**config.mk**
```make
export PLATFORM = sky130hd
export DESIGN_NAME = delta_pf
export DESIGN_NICKNAME = d
export VERILOG_FILES = /design/src/rtl/pf_pkg.sv /design/src/rtl/pf_lru_cam.sv /design/src/rtl/pf_off_table.sv /design/src/rtl/delta_pf.sv
export SDC_FILE = /design/constraint.sdc
export NUM_CORES = 2
export LEC_CHECK = 0
export BUFFER_PORTS_ARGS = -buffer_cell sky130_fd_sc_hd__buf_2
export CAP_MARGIN = 10
export CORE_MARGIN = 2
export CORE_UTILIZATION = 34
export DETAILED_ROUTE_END_ITERATION = 10
export GPL_TIMING_DRIVEN = 0
export PLACE_DENSITY_LB_ADDON = 0.08
export SLEW_MARGIN = 10
export SYNTH_ARGS = -nofsm -noshare
export SYNTH_HDL_FRONTEND = slang
export SYNTH_HIERARCHICAL = 1
export SYNTH_SLANG_ARGS = --single-unit
```
**constraint.sdc**
```tcl
create_clock -name clk_i -period 6.7 [get_ports clk_i]
set_input_delay 0.67 -clock clk_i [delete_from_list [all_inputs] [get_ports clk_i]]
set_output_delay 0.67 -clock clk_i [all_outputs]
set_load 0.1 [all_outputs]
```
**src/rtl/pf_pkg.sv**
```systemverilog
package pf_pkg;
  localparam int unsigned PF_OFF_W  = 6;
  localparam int unsigned PF_DLT_W  = PF_OFF_W + 1;
  localparam int unsigned PF_HIST_N = 3;
  localparam int unsigned PF_DEGREE = 4;

  typedef logic signed [PF_DLT_W-1:0]     pf_delta_t;
  typedef logic [PF_HIST_N-1:0][PF_DLT_W-1:0] pf_hist_t;  // [0] newest
endpackage

```
**src/rtl/pf_lru_cam.sv**
```systemverilog
module pf_lru_cam #(
  parameter int unsigned KEY_W = 8,
  parameter int unsigned VAL_W = 8,
  parameter int unsigned DEPTH = 4
) (
  input  logic             clk_i,
  input  logic             rst_ni,
  input  logic [KEY_W-1:0] rd_key_i,
  output logic             rd_hit_o,
  output logic [VAL_W-1:0] rd_val_o,
  input  logic             wr_en_i,
  input  logic [KEY_W-1:0] wr_key_i,
  input  logic [VAL_W-1:0] wr_val_i
);
  localparam int unsigned AW = (DEPTH > 1) ? $clog2(DEPTH) : 1;

  logic [DEPTH-1:0] vld_q;
  logic [KEY_W-1:0] key_q [DEPTH];
  logic [VAL_W-1:0] val_q [DEPTH];
  logic [AW-1:0]    age_q [DEPTH];  // 0 = most recent, DEPTH-1 = victim
  logic             wr_hit;
  logic [AW-1:0]    wr_idx, vic_idx, slot;

  always_comb begin
    rd_hit_o = 1'b0;
    rd_val_o = '0;
    wr_hit   = 1'b0;
    wr_idx   = '0;
    vic_idx  = '0;
    for (int i = 0; i < DEPTH; i++) begin
      if (!rd_hit_o && vld_q[i] && key_q[i] == rd_key_i) begin
        rd_hit_o = 1'b1;
        rd_val_o = val_q[i];
      end
      if (!wr_hit && vld_q[i] && key_q[i] == wr_key_i) begin
        wr_hit = 1'b1;
        wr_idx = AW'(i);
      end
      if (age_q[i] == AW'(DEPTH-1)) vic_idx = AW'(i);
    end
    slot = wr_hit ? wr_idx : vic_idx;
  end

  always_ff @(posedge clk_i or negedge rst_ni) begin
    if (!rst_ni) begin
      vld_q <= '0;
      for (int i = 0; i < DEPTH; i++) begin
        age_q[i] <= AW'(i);
        key_q[i] <= '0;
        val_q[i] <= '0;
      end
    end else if (wr_en_i) begin
      vld_q[slot] <= 1'b1;
      key_q[slot] <= wr_key_i;
      val_q[slot] <= wr_val_i;
      for (int i = 0; i < DEPTH; i++) begin
        if (AW'(i) == slot)             age_q[i] <= '0;
        else if (age_q[i] < age_q[slot]) age_q[i] <= age_q[i] + 1'b1;
      end
    end
  end

  // a write fills at most one new slot and never drops one
  assert_fill_R11: assert property (@(posedge clk_i) disable iff (!rst_ni)
    wr_en_i |=> ($countones(vld_q) >= $past($countones(vld_q))) &&
                ($countones(vld_q) <= $past($countones(vld_q)) + 1));
endmodule

```
**src/rtl/pf_off_table.sv**
```systemverilog
module pf_off_table
  import pf_pkg::*;
#(
  parameter int unsigned OFF_W = PF_OFF_W
) (
  input  logic             clk_i,
  input  logic             rst_ni,
  input  logic [OFF_W-1:0] rd_off_i,
  output logic             rd_vld_o,
  output pf_delta_t        rd_dlt_o,
  input  logic             wr_en_i,
  input  logic [OFF_W-1:0] wr_off_i,
  input  pf_delta_t        wr_dlt_i
);
  localparam int unsigned OFF_N = 1 << OFF_W;

  logic [OFF_N-1:0] vld_q;
  pf_delta_t        dlt_q [OFF_N];

  assign rd_vld_o = vld_q[rd_off_i];
  assign rd_dlt_o = dlt_q[rd_off_i];

  always_ff @(posedge clk_i or negedge rst_ni) begin
    if (!rst_ni) begin
      vld_q <= '0;
      for (int i = 0; i < OFF_N; i++) dlt_q[i] <= '0;
    end else if (wr_en_i) begin
      vld_q[wr_off_i] <= 1'b1;
      dlt_q[wr_off_i] <= wr_dlt_i;
    end
  end
endmodule

```
**src/rtl/delta_pf.sv**
```systemverilog
module delta_pf
  import pf_pkg::*;
#(
  parameter int unsigned BLK_W     = 26,
  parameter int unsigned HB_DEPTH  = 4,
  parameter int unsigned DPT_DEPTH = 8,
  parameter int unsigned DEGREE    = PF_DEGREE
) (
  input  logic             clk_i,
  input  logic             rst_ni,
  input  logic             acc_valid_i,
  input  logic [BLK_W-1:0] acc_blk_i,
  output logic             pf_valid_o,
  input  logic             pf_ready_i,
  output logic [BLK_W-1:0] pf_blk_o
);
  localparam int unsigned OFF_W    = PF_OFF_W;
  localparam int unsigned DLT_W    = PF_DLT_W;
  localparam int unsigned HIST_N   = PF_HIST_N;
  localparam int unsigned TAG_W    = BLK_W - OFF_W;
  localparam int unsigned CNT_W    = $clog2(HIST_N + 1);
  localparam int unsigned DEG_W    = $clog2(DEGREE + 1);
  localparam int unsigned HB_VAL_W = OFF_W + HIST_N*DLT_W + CNT_W;

  logic [TAG_W-1:0] acc_tag;
  logic [OFF_W-1:0] acc_off;
  assign {acc_tag, acc_off} = acc_blk_i;

  // region history
  logic                hb_hit;
  logic [HB_VAL_W-1:0] hb_rd, hb_wr;
  logic [OFF_W-1:0]    h_off;
  pf_hist_t            h_hist, new_hist;
  logic [CNT_W-1:0]    h_cnt, new_cnt;
  pf_delta_t           new_dlt;
  logic                zero_dlt, learn;

  assign {h_off, h_hist, h_cnt} = hb_rd;
  assign new_dlt  = {1'b0, acc_off} - {1'b0, h_off};
  assign zero_dlt = hb_hit && (new_dlt == '0);
  assign learn    = acc_valid_i && hb_hit && !zero_dlt;
  assign new_hist = {h_hist[HIST_N-2:0], new_dlt};
  assign new_cnt  = (h_cnt == CNT_W'(HIST_N)) ? h_cnt : h_cnt + 1'b1;

  always_comb begin
    if (!hb_hit)       hb_wr = {acc_off, pf_hist_t'('0), CNT_W'(0)};
    else if (zero_dlt) hb_wr = hb_rd;
    else               hb_wr = {acc_off, new_hist, new_cnt};
  end

  pf_lru_cam #(.KEY_W(TAG_W), .VAL_W(HB_VAL_W), .DEPTH(HB_DEPTH)) u_hist_buf (
    .clk_i, .rst_ni,
    .rd_key_i(acc_tag), .rd_hit_o(hb_hit), .rd_val_o(hb_rd),
    .wr_en_i(acc_valid_i), .wr_key_i(acc_tag), .wr_val_i(hb_wr)
  );

  // prefetch chain state
  logic             ch_act_q;
  logic [TAG_W-1:0] ch_tag_q;
  logic [OFF_W-1:0] ch_off_q;
  pf_hist_t         ch_hist_q;
  logic [CNT_W-1:0] ch_cnt_q;
  logic [DEG_W-1:0] ch_fired_q;

  // first-touch table
  logic      opt_vld;
  pf_delta_t opt_dlt;
  pf_off_table #(.OFF_W(OFF_W)) u_first_tbl (
    .clk_i, .rst_ni,
    .rd_off_i(ch_off_q), .rd_vld_o(opt_vld), .rd_dlt_o(opt_dlt),
    .wr_en_i(learn && h_cnt == '0), .wr_off_i(h_off), .wr_dlt_i(new_dlt)
  );

  // delta tables, key length g+1
  logic [HIST_N-1:0] lk_ok;
  pf_delta_t         lk_dlt [HIST_N];

  for (genvar g = 0; g < HIST_N; g++) begin : g_dtbl
    localparam int unsigned KW = (g + 1) * DLT_W;
    logic [KW-1:0]    tr_key, lk_key;
    logic [DLT_W-1:0] lk_val;
    logic             lk_hit, tr_en;
    assign tr_key = h_hist[g:0];
    assign lk_key = ch_hist_q[g:0];
    assign tr_en  = learn && (h_cnt > CNT_W'(g));
    pf_lru_cam #(.KEY_W(KW), .VAL_W(DLT_W), .DEPTH(DPT_DEPTH)) u_tbl (
      .clk_i, .rst_ni,
      .rd_key_i(lk_key), .rd_hit_o(lk_hit), .rd_val_o(lk_val),
      .wr_en_i(tr_en), .wr_key_i(tr_key), .wr_val_i(new_dlt)
    );
    assign lk_ok[g]  = lk_hit && (ch_cnt_q > CNT_W'(g));
    assign lk_dlt[g] = lk_val;
  end

  // longest key wins: later iterations override
  logic             pr_ok;
  pf_delta_t        pr_d;
  logic [OFF_W+1:0] tgt;
  always_comb begin
    pr_ok = 1'b0;
    pr_d  = '0;
    if (ch_cnt_q == '0) begin
      pr_ok = opt_vld;
      pr_d  = opt_dlt;
    end else begin
      for (int g = 0; g < HIST_N; g++) begin
        if (lk_ok[g]) begin
          pr_ok = 1'b1;
          pr_d  = lk_dlt[g];
        end
      end
    end
  end

  assign tgt        = {2'b00, ch_off_q} + {pr_d[DLT_W-1], pr_d};
  assign pf_valid_o = ch_act_q && pr_ok && (tgt[OFF_W+1:OFF_W] == 2'b00);
  assign pf_blk_o   = {ch_tag_q, tgt[OFF_W-1:0]};

  always_ff @(posedge clk_i or negedge rst_ni) begin
    if (!rst_ni) begin
      ch_act_q   <= 1'b0;
      ch_tag_q   <= '0;
      ch_off_q   <= '0;
      ch_hist_q  <= '0;
      ch_cnt_q   <= '0;
      ch_fired_q <= '0;
    end else if (acc_valid_i) begin
      ch_act_q   <= !zero_dlt;
      ch_tag_q   <= acc_tag;
      ch_off_q   <= acc_off;
      ch_hist_q  <= hb_hit ? new_hist : '0;
      ch_cnt_q   <= hb_hit ? new_cnt : '0;
      ch_fired_q <= '0;
    end else if (ch_act_q) begin
      if (!pf_valid_o) begin
        ch_act_q <= 1'b0;
      end else if (pf_ready_i) begin
        ch_off_q   <= tgt[OFF_W-1:0];
        ch_hist_q  <= {ch_hist_q[HIST_N-2:0], pr_d};
        ch_cnt_q   <= (ch_cnt_q == CNT_W'(HIST_N)) ? ch_cnt_q : ch_cnt_q + 1'b1;
        ch_fired_q <= ch_fired_q + 1'b1;
        if (ch_fired_q == DEG_W'(DEGREE - 1)) ch_act_q <= 1'b0;
      end
    end
  end

  // observation state for the properties below
  logic [BLK_W-1:0] last_blk_q;
  logic             last_vld_q;
  logic [DEG_W-1:0] seen_q;
  always_ff @(posedge clk_i or negedge rst_ni) begin
    if (!rst_ni) begin
      last_blk_q <= '0;
      last_vld_q <= 1'b0;
      seen_q     <= '0;
    end else begin
      if (acc_valid_i) begin
        last_blk_q <= acc_blk_i;
        last_vld_q <= 1'b1;
      end
      if (acc_valid_i)                    seen_q <= '0;
      else if (pf_valid_o && pf_ready_i)  seen_q <= seen_q + 1'b1;
    end
  end

  assert_hold_R7: assert property (@(posedge clk_i) disable iff (!rst_ni)
    (pf_valid_o && !pf_ready_i && !acc_valid_i) |=> (pf_valid_o && $stable(pf_blk_o)));

  assert_repeat_quiet_R9: assert property (@(posedge clk_i) disable iff (!rst_ni)
    (acc_valid_i && last_vld_q && acc_blk_i == last_blk_q) |=> !pf_valid_o);

  assert_chain_len_R5: assert property (@(posedge clk_i) disable iff (!rst_ni)
    pf_valid_o |-> (seen_q < DEG_W'(DEGREE)));

  assert_in_region_R6: assert property (@(posedge clk_i) disable iff (!rst_ni)
    pf_valid_o |-> (last_vld_q && pf_blk_o[BLK_W-1:OFF_W] == last_blk_q[BLK_W-1:OFF_W]));

  assert_reset_quiet_R1: assert property (@(posedge clk_i) disable iff (!rst_ni)
    !last_vld_q |-> !pf_valid_o);
endmodule

```
Yosys cells after proc, flatten, opt, wreduce, memory -nomap -nowiden
Index checks and enable logic that the tools add are counted.
{"block": "word_totals", "register_bits": 1373, "in_bits": 30, "output_inout_bits": 27, "word_cells": 874}
{"block": "op_classes", "addsub": 33, "magnitude_cmp": 56, "n_eq_ne": 104, "muxes": 275, "bitwise_logic": 11, "n_reduce_logical": 234}
{"operator": "bitwise mux 448 bit", "n": 1}
{"operator": "equality test 21 bit", "n": 16}
{"operator": "2-to-1 mux 3 bit", "n": 85}
{"operator": "2-to-1 mux 7 bit", "n": 34}
{"operator": "bitwise mux 56 bit", "n": 4}
{"operator": "equality test 14 bit", "n": 16}
{"operator": "2-to-1 mux 29 bit", "n": 7}
{"operator": "bitwise mux 168 bit", "n": 1}
{"operator": "2-to-1 mux 21 bit", "n": 6}
{"operator": "logical AND 1 bit", "n": 119}
{"operator": "bitwise mux 116 bit", "n": 1}
{"operator": "bitwise mux 112 bit", "n": 1}
{"operator": "equality test 7 bit", "n": 16}
{"operator": "bitwise mux 80 bit", "n": 1}
{"operator": "equality test 20 bit", "n": 4}
{"operator": "adder 3 x 1 -> 3 bit, second input constant", "n": 25}
{"operator": "2-to-1 mux 1 bit", "n": 75}
{"operator": "< comparator 3 bit", "n": 24}
{"operator": "2-to-1 mux 2 bit", "n": 34}
{"operator": "bitwise OR 64 bit", "n": 1}
{"operator": "demux 21 bit (select 3 bit)", "n": 1}
{"operator": "demux 7 bit (select 3 bit)", "n": 3}
{"operator": "equality test 3 bit, second input constant", "n": 21}
{"operator": "nonzero test 2 bit", "n": 31}
{"operator": "other kinds (52)", "n": 186}

Logic depth before layout (Yosys ltp)
{"block": "logic_depth", "depth_word": 54, "mapped_depth": 30, "mapped_depth_nobuf": 24}

Cells and area by module
Netlist, hierarchy kept.
{"mod": "pf_off_table", "n_inst": 1, "cells_per_inst": 1556, "area_each_um2": 23344.9, "seq_area_each_um2": 12812.3}
{"mod": "pf_lru_cam (g_dtbl[2].u_tbl)", "n_inst": 1, "cells_per_inst": 1432, "area_each_um2": 15407.3, "seq_area_each_um2": 6421.2}
{"mod": "pf_lru_cam (g_dtbl[1].u_tbl)", "n_inst": 1, "cells_per_inst": 1038, "area_each_um2": 11838.9, "seq_area_each_um2": 5019.8}
{"mod": "pf_lru_cam (u_hist_buf)", "n_inst": 1, "cells_per_inst": 935, "area_each_um2": 10854.2, "seq_area_each_um2": 5210.0}
{"mod": "pf_lru_cam (g_dtbl[0].u_tbl)", "n_inst": 1, "cells_per_inst": 728, "area_each_um2": 8328.0, "seq_area_each_um2": 3618.5}
{"mod": "delta_pf", "n_inst": 1, "cells_per_inst": 404, "area_each_um2": 3749.8, "seq_area_each_um2": 1326.3}

Least setup slack after synthesis
OpenSTA, ideal clock, no wires.
{"block": "synth_timing", "kind": "flip-flop to output port", "start": "register ch_hist_q (netlist bit g_dtbl[0].lk_key[0])", "end": "output pf_valid_o", "arrival_ns": 6.091, "t_required_ns": 6.030, "path_slack_ns": -0.061, "stages_incl_launch_ff": 22, "n_path_buf": 2, "cell_sequence": "dfrtp_1 buf_2 xor2_1 nor4_1 nand4_1 nor4_2 nor3b_1 a222oi_1 mux2i_1 mux2_2 mux2_2 mux2_2 mux2_2 a211oi_1 o31ai_1 ha_1 nand2_1 o21ai_0 a41o_1 mux2i_2 clkbuf_1 nor2_1"}
{"block": "synth_via", "elab_cells_between_ends": 153, "classes_between": "add/sub (1); eq/ne (24); mux (56); reduce/logical (72)"}
{"item": "start, declared", "line_no": "delta_pf.sv:61", "source": "pf_hist_t ch_hist_q;"}
{"item": "start signal, assigned", "line_no": "delta_pf.sv:131", "source": "ch_hist_q <= hb_hit ? new_hist : '0;"}
{"item": "start signal, assigned", "line_no": "delta_pf.sv:139", "source": "ch_hist_q <= {ch_hist_q[HIST_N-2:0], pr_d};"}
{"item": "equality test 14 bit", "line_no": "pf_lru_cam.sv:31", "source": "if (!rd_hit_o && vld_q[i] && key_q[i] == rd_key_i) begin"}
{"item": "logical AND 1 bit", "line_no": "pf_lru_cam.sv:31"}
{"item": "2-to-1 mux 1 bit", "line_no": "pf_lru_cam.sv:31"}
{"item": "zero test 1 bit", "line_no": "pf_lru_cam.sv:31"}
{"item": "logical AND 1 bit (2 in a row)", "line_no": "pf_lru_cam.sv:31"}
{"item": "2-to-1 mux 1 bit", "line_no": "pf_lru_cam.sv:31"}
{"item": "zero test 1 bit", "line_no": "pf_lru_cam.sv:31"}
{"item": "logical AND 1 bit (2 in a row)", "line_no": "pf_lru_cam.sv:31"}
{"item": "[18 not listed]"}
{"item": "logical AND 1 bit (2 in a row)", "line_no": "pf_lru_cam.sv:31"}
{"item": "2-to-1 mux 7 bit (*)", "line_no": "pf_lru_cam.sv:31"}
{"item": "named net g_dtbl[1].lk_val[3]", "line_no": "delta_pf.sv:81", "source": "logic [DLT_W-1:0] lk_val;"}
{"item": "2-to-1 mux 7 bit (*) (2 in a row)", "line_no": "delta_pf.sv:107", "source": "if (lk_ok[g]) begin"}
{"item": "2-to-1 mux 7 bit (*)", "line_no": "delta_pf.sv:102", "source": "if (ch_cnt_q == '0) begin"}
{"item": "adder 7 x 7 -> 8 bit (*)", "line_no": "delta_pf.sv:115", "source": "assign tgt = {2'b00, ch_off_q} + {pr_d[DLT_W-1], pr_d};"}
{"item": "zero test 2 bit (*)", "line_no": "delta_pf.sv:116", "source": "assign pf_valid_o = ch_act_q && pr_ok && (tgt[OFF_W+1:OFF_W] == 2'b00);"}
{"item": "logical AND 1 bit (*)", "line_no": "delta_pf.sv:116"}
{"item": "end, declared", "line_no": "delta_pf.sv:13", "source": "output logic pf_valid_o,"}
The timed path passes the listed nets; every way through them passes the cells marked *.

Final worst setup path
{"block": "layout_timing", "start": "register ch_hist_q (netlist bit g_dtbl[0].lk_key[1])", "end": "output pf_valid_o"}
{"block": "layout_via", "elab_cells_between_ends": 153, "classes_between": "add/sub (1); eq/ne (24); mux (56); reduce/logical (72)"}
{"item": "equality test 14 bit", "line_no": "pf_lru_cam.sv:31"}
{"item": "logical AND 1 bit", "line_no": "pf_lru_cam.sv:31"}
{"item": "2-to-1 mux 1 bit", "line_no": "pf_lru_cam.sv:31"}
{"item": "zero test 1 bit", "line_no": "pf_lru_cam.sv:31"}
{"item": "logical AND 1 bit (2 in a row)", "line_no": "pf_lru_cam.sv:31"}
{"item": "2-to-1 mux 1 bit", "line_no": "pf_lru_cam.sv:31"}
{"item": "zero test 1 bit", "line_no": "pf_lru_cam.sv:31"}
{"item": "logical AND 1 bit (2 in a row)", "line_no": "pf_lru_cam.sv:31"}
{"item": "[20 not listed]"}
{"item": "2-to-1 mux 1 bit (*)", "line_no": "pf_lru_cam.sv:31"}
{"item": "named net g_dtbl[1].lk_hit", "line_no": "delta_pf.sv:82", "source": "logic lk_hit, tr_en;"}
{"item": "logical AND 1 bit (*)", "line_no": "delta_pf.sv:91", "source": "assign lk_ok[g] = lk_hit && (ch_cnt_q > CNT_W'(g));"}
{"item": "2-to-1 mux 7 bit (2 in a row)", "line_no": "delta_pf.sv:107"}
{"item": "2-to-1 mux 7 bit", "line_no": "delta_pf.sv:102"}
{"item": "adder 7 x 7 -> 8 bit", "line_no": "delta_pf.sv:115"}
{"item": "zero test 2 bit", "line_no": "delta_pf.sv:116"}
{"item": "logical AND 1 bit (*)", "line_no": "delta_pf.sv:116"}
Marks and branches as above.

==> run_results.csv <==
group,metric,value,unit
timing,rsz0062_at_grt,"yes",
setup_path,cp.required,6030,ps
drt,ant_nets,0,
drt,route.detailed.drc,0,
floorplanning,die-area,0.220,mm^2
clock_tree,cts.htree.levels,4,
setup_path,crit_path_top_delay_cell,"dfrtp_2",
timing,setup_violations,3,
logic_synthesis,synth_area_leader_cell,"dfrtp_1",
logic_synthesis,synth_ff_type,"dfrtp_1",
logic_synthesis,synth.cell_area,0.0735,mm^2
clock_tree,clk_pin_slew_worst_paths,60,ps
logic_synthesis,synth_cells,6093,
logic_synthesis,synth_most_common_cell,"dfrtp_1",
floorplanning,die_w,469,um
logic_synthesis,netlist_top_cells_area,"dfrtp_1 45%, mux2_2 17%, xnor2_1 7.3%",
timing,hold_viol,0,
setup_path,path_delay_family,"simple AND/OR/NAND/NOR gates",
placed_design,hpwl,178000,um
layout,drive_above_1_share,0.364,
min_path,hp-start,"acc_blk_i[6]",
power_and_ir_drop,vdd_ir_drop_max,0.000304,V
setup_path,crit_start,"g_dtbl[0].lk_key[1]",
setup_path,path_buf_inv,6,
placed_design,dp_cells,9007,
clock_tree,numCtsBuffers,167,
global_routing,grt_pass1_vias,52800,
placed_design,place_area,0.0779,mm^2
timing,setup_ws,-320,ps
setup_path,setup.worst_path.start_class,"flop",
power_and_ir_drop,p_per_area,227,mW/mm^2
placed_design,port_buffers,56,
clock_tree,insertion_delay,850,ps
setup_path,crit_fanout,7,
logic_synthesis,async_reset_ff_frac,1.00,
job,max-cap-violations,0,
global_routing,grt_max_degree,141,
floorplanning,initial_core_util,0.342,
clock_tree,clk_root_buffer_cell,"clkbuf_16",
drt,dr.pass1.iters,5,
floorplanning,pin_count,57,
drt,viasPerCell,5.41,
timing,finClkSkew,55.7,ps
layout,nets,6620,
placed_design,gp_congestion,0.888,
setup_path,crit_chain,"buf_12 -> xnor2_2 -> nand4_1 -> nor4_4 -> buf_4 -> nor4_4 -> buf_4 -> nor4_4 -> nand2b_1 -> or2_4 -> or3_4 -> and3b_2 -> buf_8 -> nor4bb_4 -> a211oi_2 -> o31ai_2 -> ha_2 -> inv_2 -> fa_2 -> o21ai_4 -> a41o_1 -> mux2i_4 -> nor2_4 -> buf_12",
global_routing,grt_pass1_wl,381000,um
setup_path,setup.worst_path.class,"flop to primary output",
drt,wirelength,262000,um
drt,post_drt_wl_per_cell,27.6,um
drt,vias,51300,
floorplanning,die_h,469,um
floorplanning,fp-row-count,170,
layout,finalInstanceArea,0.0868,mm^2
clock_tree,cts_buffer_depth,3,
global_routing,grt_use_total,0.237,
layout,final_cells,9477,
logic_synthesis,synth_enable_flop_cells,0,
setup_path,critPathArrivalTime,6350,ps
drt,drt_iter0_drc,3881,
logic_synthesis,avgSynthCellArea,12.1,um^2
logic_synthesis,synth-seq-cells,1373,
run_status,outcome,"complete, but fails checks",
setup_path,r2r_start,"u_hist_buf/key_q[62]",
layout,synthToLayoutAreaGrowth,18.1,%
min_path,hp-class,"input port to flop",
timing,tightest_slew,1230,ps
setup_path,cpPeakStageDelay,490,ps
power_and_ir_drop,power_leakage,0.0407,uW
logic_synthesis,synth_top_area_frac,0.454,
floorplanning,core-area,0.215,mm^2
logic_synthesis,synthTopCellsByCount,"1,333 x dfrtp_1, 1,114 x mux2_2, 616 x xnor2_1, 426 x nand2_1, 220 x xor2_1",
global_routing,antenna_found_initial,16,
logic_synthesis,postSynthNetCount,6215,
logic_synthesis,ys_warn_count,6,
logic_synthesis,ys_types,125,
clock_tree,cts.sinks,1373,
timing,slew_violations,0,
timing,period_share,1.05,
setup_path,crit_path_frequent_cell,"nor4_4",
logic_synthesis,yosysSeqAreaShare,0.468,
timing,max_slew_margin,0.182,
layout,fill_cells,20600,
clock_tree,cts_tree,"built",
setup_path,cp-end-kind,"primary output",
timing,fmax,142,MHz
timing,layout_min_cycle_time,7020,ps
global_routing,grt-ovfl-total,0,
run_status,violations,"setup timing",
## final cells by class
| cell class | count | area (um^2) | share of cell area |
|---|---|---|---|
| well taps | 2838 | 3550 | 0.0409 |
| clock buffers | 248 | 4900 | 0.0565 |
| clock inverters | 53 | 796 | 0.00916 |
| diodes | 9 | 22.5 | 0.000259 |
| plain buffers | 397 | 2740 | 0.0315 |
| flip-flops and latches | 1373 | 34400 | 0.396 |
| multi-input cells | 4209 | 37800 | 0.436 |
| repair buffers | 247 | 2190 | 0.0252 |
| inverters | 103 | 387 | 0.00445 |
## cell usage in the layout, fill, tap and decap left out, types with 129 or more instances in the layout
| cell type | instances |
|---|---|
| nand4_1 | 177 |
| dfrtp_1 | 1320 |
| xor2_1 | 219 |
| buf_4 | 223 |
| buf_2 | 129 |
| clkbuf_16 | 168 |
| clkbuf_1 | 138 |
| mux2_2 | 1114 |
| nand2_1 | 417 |
| xnor2_1 | 595 |
## power breakdown
part	switching (uW)	leakage, uW	internal [uW]	total (uW)
sequential	45.5	0.0188	8340	8390
combinational	1420	0.0192	511	1930
clock	3920	0.00278	5460	9380
total	5390	0.0407	14300	19700
## state kept, by name (all words and copies together), names as in the netlist, 3 cells and up
signal	cells
u_hist_buf/age_q	8
ch_tag_q	20
g_dtbl.u_tbl/age_q	72
u_first_tbl/dlt_q	448
ch_off_q	6
g_dtbl.u_tbl/key_q	336
ch_fired_q	3
u_hist_buf/vld_q	4
ch_hist_q	14
g_dtbl.u_tbl/vld_q	24
u_hist_buf/key_q	80
u_first_tbl/vld_q	64
g_dtbl.lk_key	7
u_hist_buf/val_q	116
g_dtbl.u_tbl/val_q	168
## worst reg2reg max path, stage by stage (launching register included)
cell      delay (ps)
dfrtp_1          420
xor2_1           180
nor4_1           290
nand4_1          210
nor4_4           380
buf_4            210
nor4_2            50
buf_4            180
buf_8            160
a221o_2          450
buf_4            200
buf_4            200
xnor2_1          190
nand4_1          160
or4_4            600
nor3b_2          210
a211o_1          320
a211o_1          380
mux2_2           320
a21oi_2          150
a41oi_4           90
buf_4            190
ha_1             160
nand2b_1         190
and3_1           210
a41oi_1          150
a21bo_1          210
## through the flow
| stage | worst slack, ps | total power (uW) | utilization | setup TNS [ps] | hold WS (ps) |
|---|---|---|---|---|---|
| 2_1_floorplan | 47.7 | 9470 | - | 0 | 374 |
| 6_report | -320 | 19700 | 0.404 | -684 | 94.6 |
| 4_1_cts | -381 | 19900 | 0.399 | -684 | 7.02 |
| 3_3_place_gp | -28170 | 10300 | 0.360 | - | 443 |
| 3_5_place_dp | -3380 | 10300 | 0.362 | -2828250 | 445 |
| 5_1_grt | -504 | 20400 | 0.404 | -1550 | 67.2 |
## cells by family (layout without fill, tap and decap cells)
logic type,Yosys count,after routing,synth area share
multiplexers,1342,1342,0.223
other,0,9,0
adder cells (fa/ha/maj),101,101,0.0172
buffers and inverters,513,1048,0.0349
flip-flops,1373,1373,0.468
XOR/XNOR,836,836,0.0996
AO/OA/AOI/OAI,570,571,0.0599
AND/OR/NAND/NOR,1358,1359,0.0978
## timing repair
action                     4_1_cts  5_1_grt
buffers inserted                86       84
gates cloned                     2        0
hold endpoints to repair        87        0
resized for setup              411      115
hold buffers                     1        0
setup endpoints to repair     1264      856
pin swaps                       53       66
## layer usage
metal  routed length (um)  global-route usage  part of all wire
met1               125000               0.345              0.48
met3                12200              0.0311             0.047
met4                 6720              0.0647             0.026
met2               118000               0.369              0.45
met5                   34                   0           0.00013
## final timing paths
kind / endpoint / slack [ps] / cells after the start
max: pf_valid_o / -320 / 24
min: ch_tag_q[0] / 90 / 2
max reg2reg: g_dtbl[1].u_tbl/age_q[7] / 140 / 26
min reg2reg: u_first_tbl/vld_q[41] / 460 / 1
max in group asynchronous: u_first_tbl/dlt_q[219] / 3750 / 6
min in group asynchronous: g_dtbl[2].u_tbl/key_q[130] / 410 / 2
(Power assumes the default switching activity.)
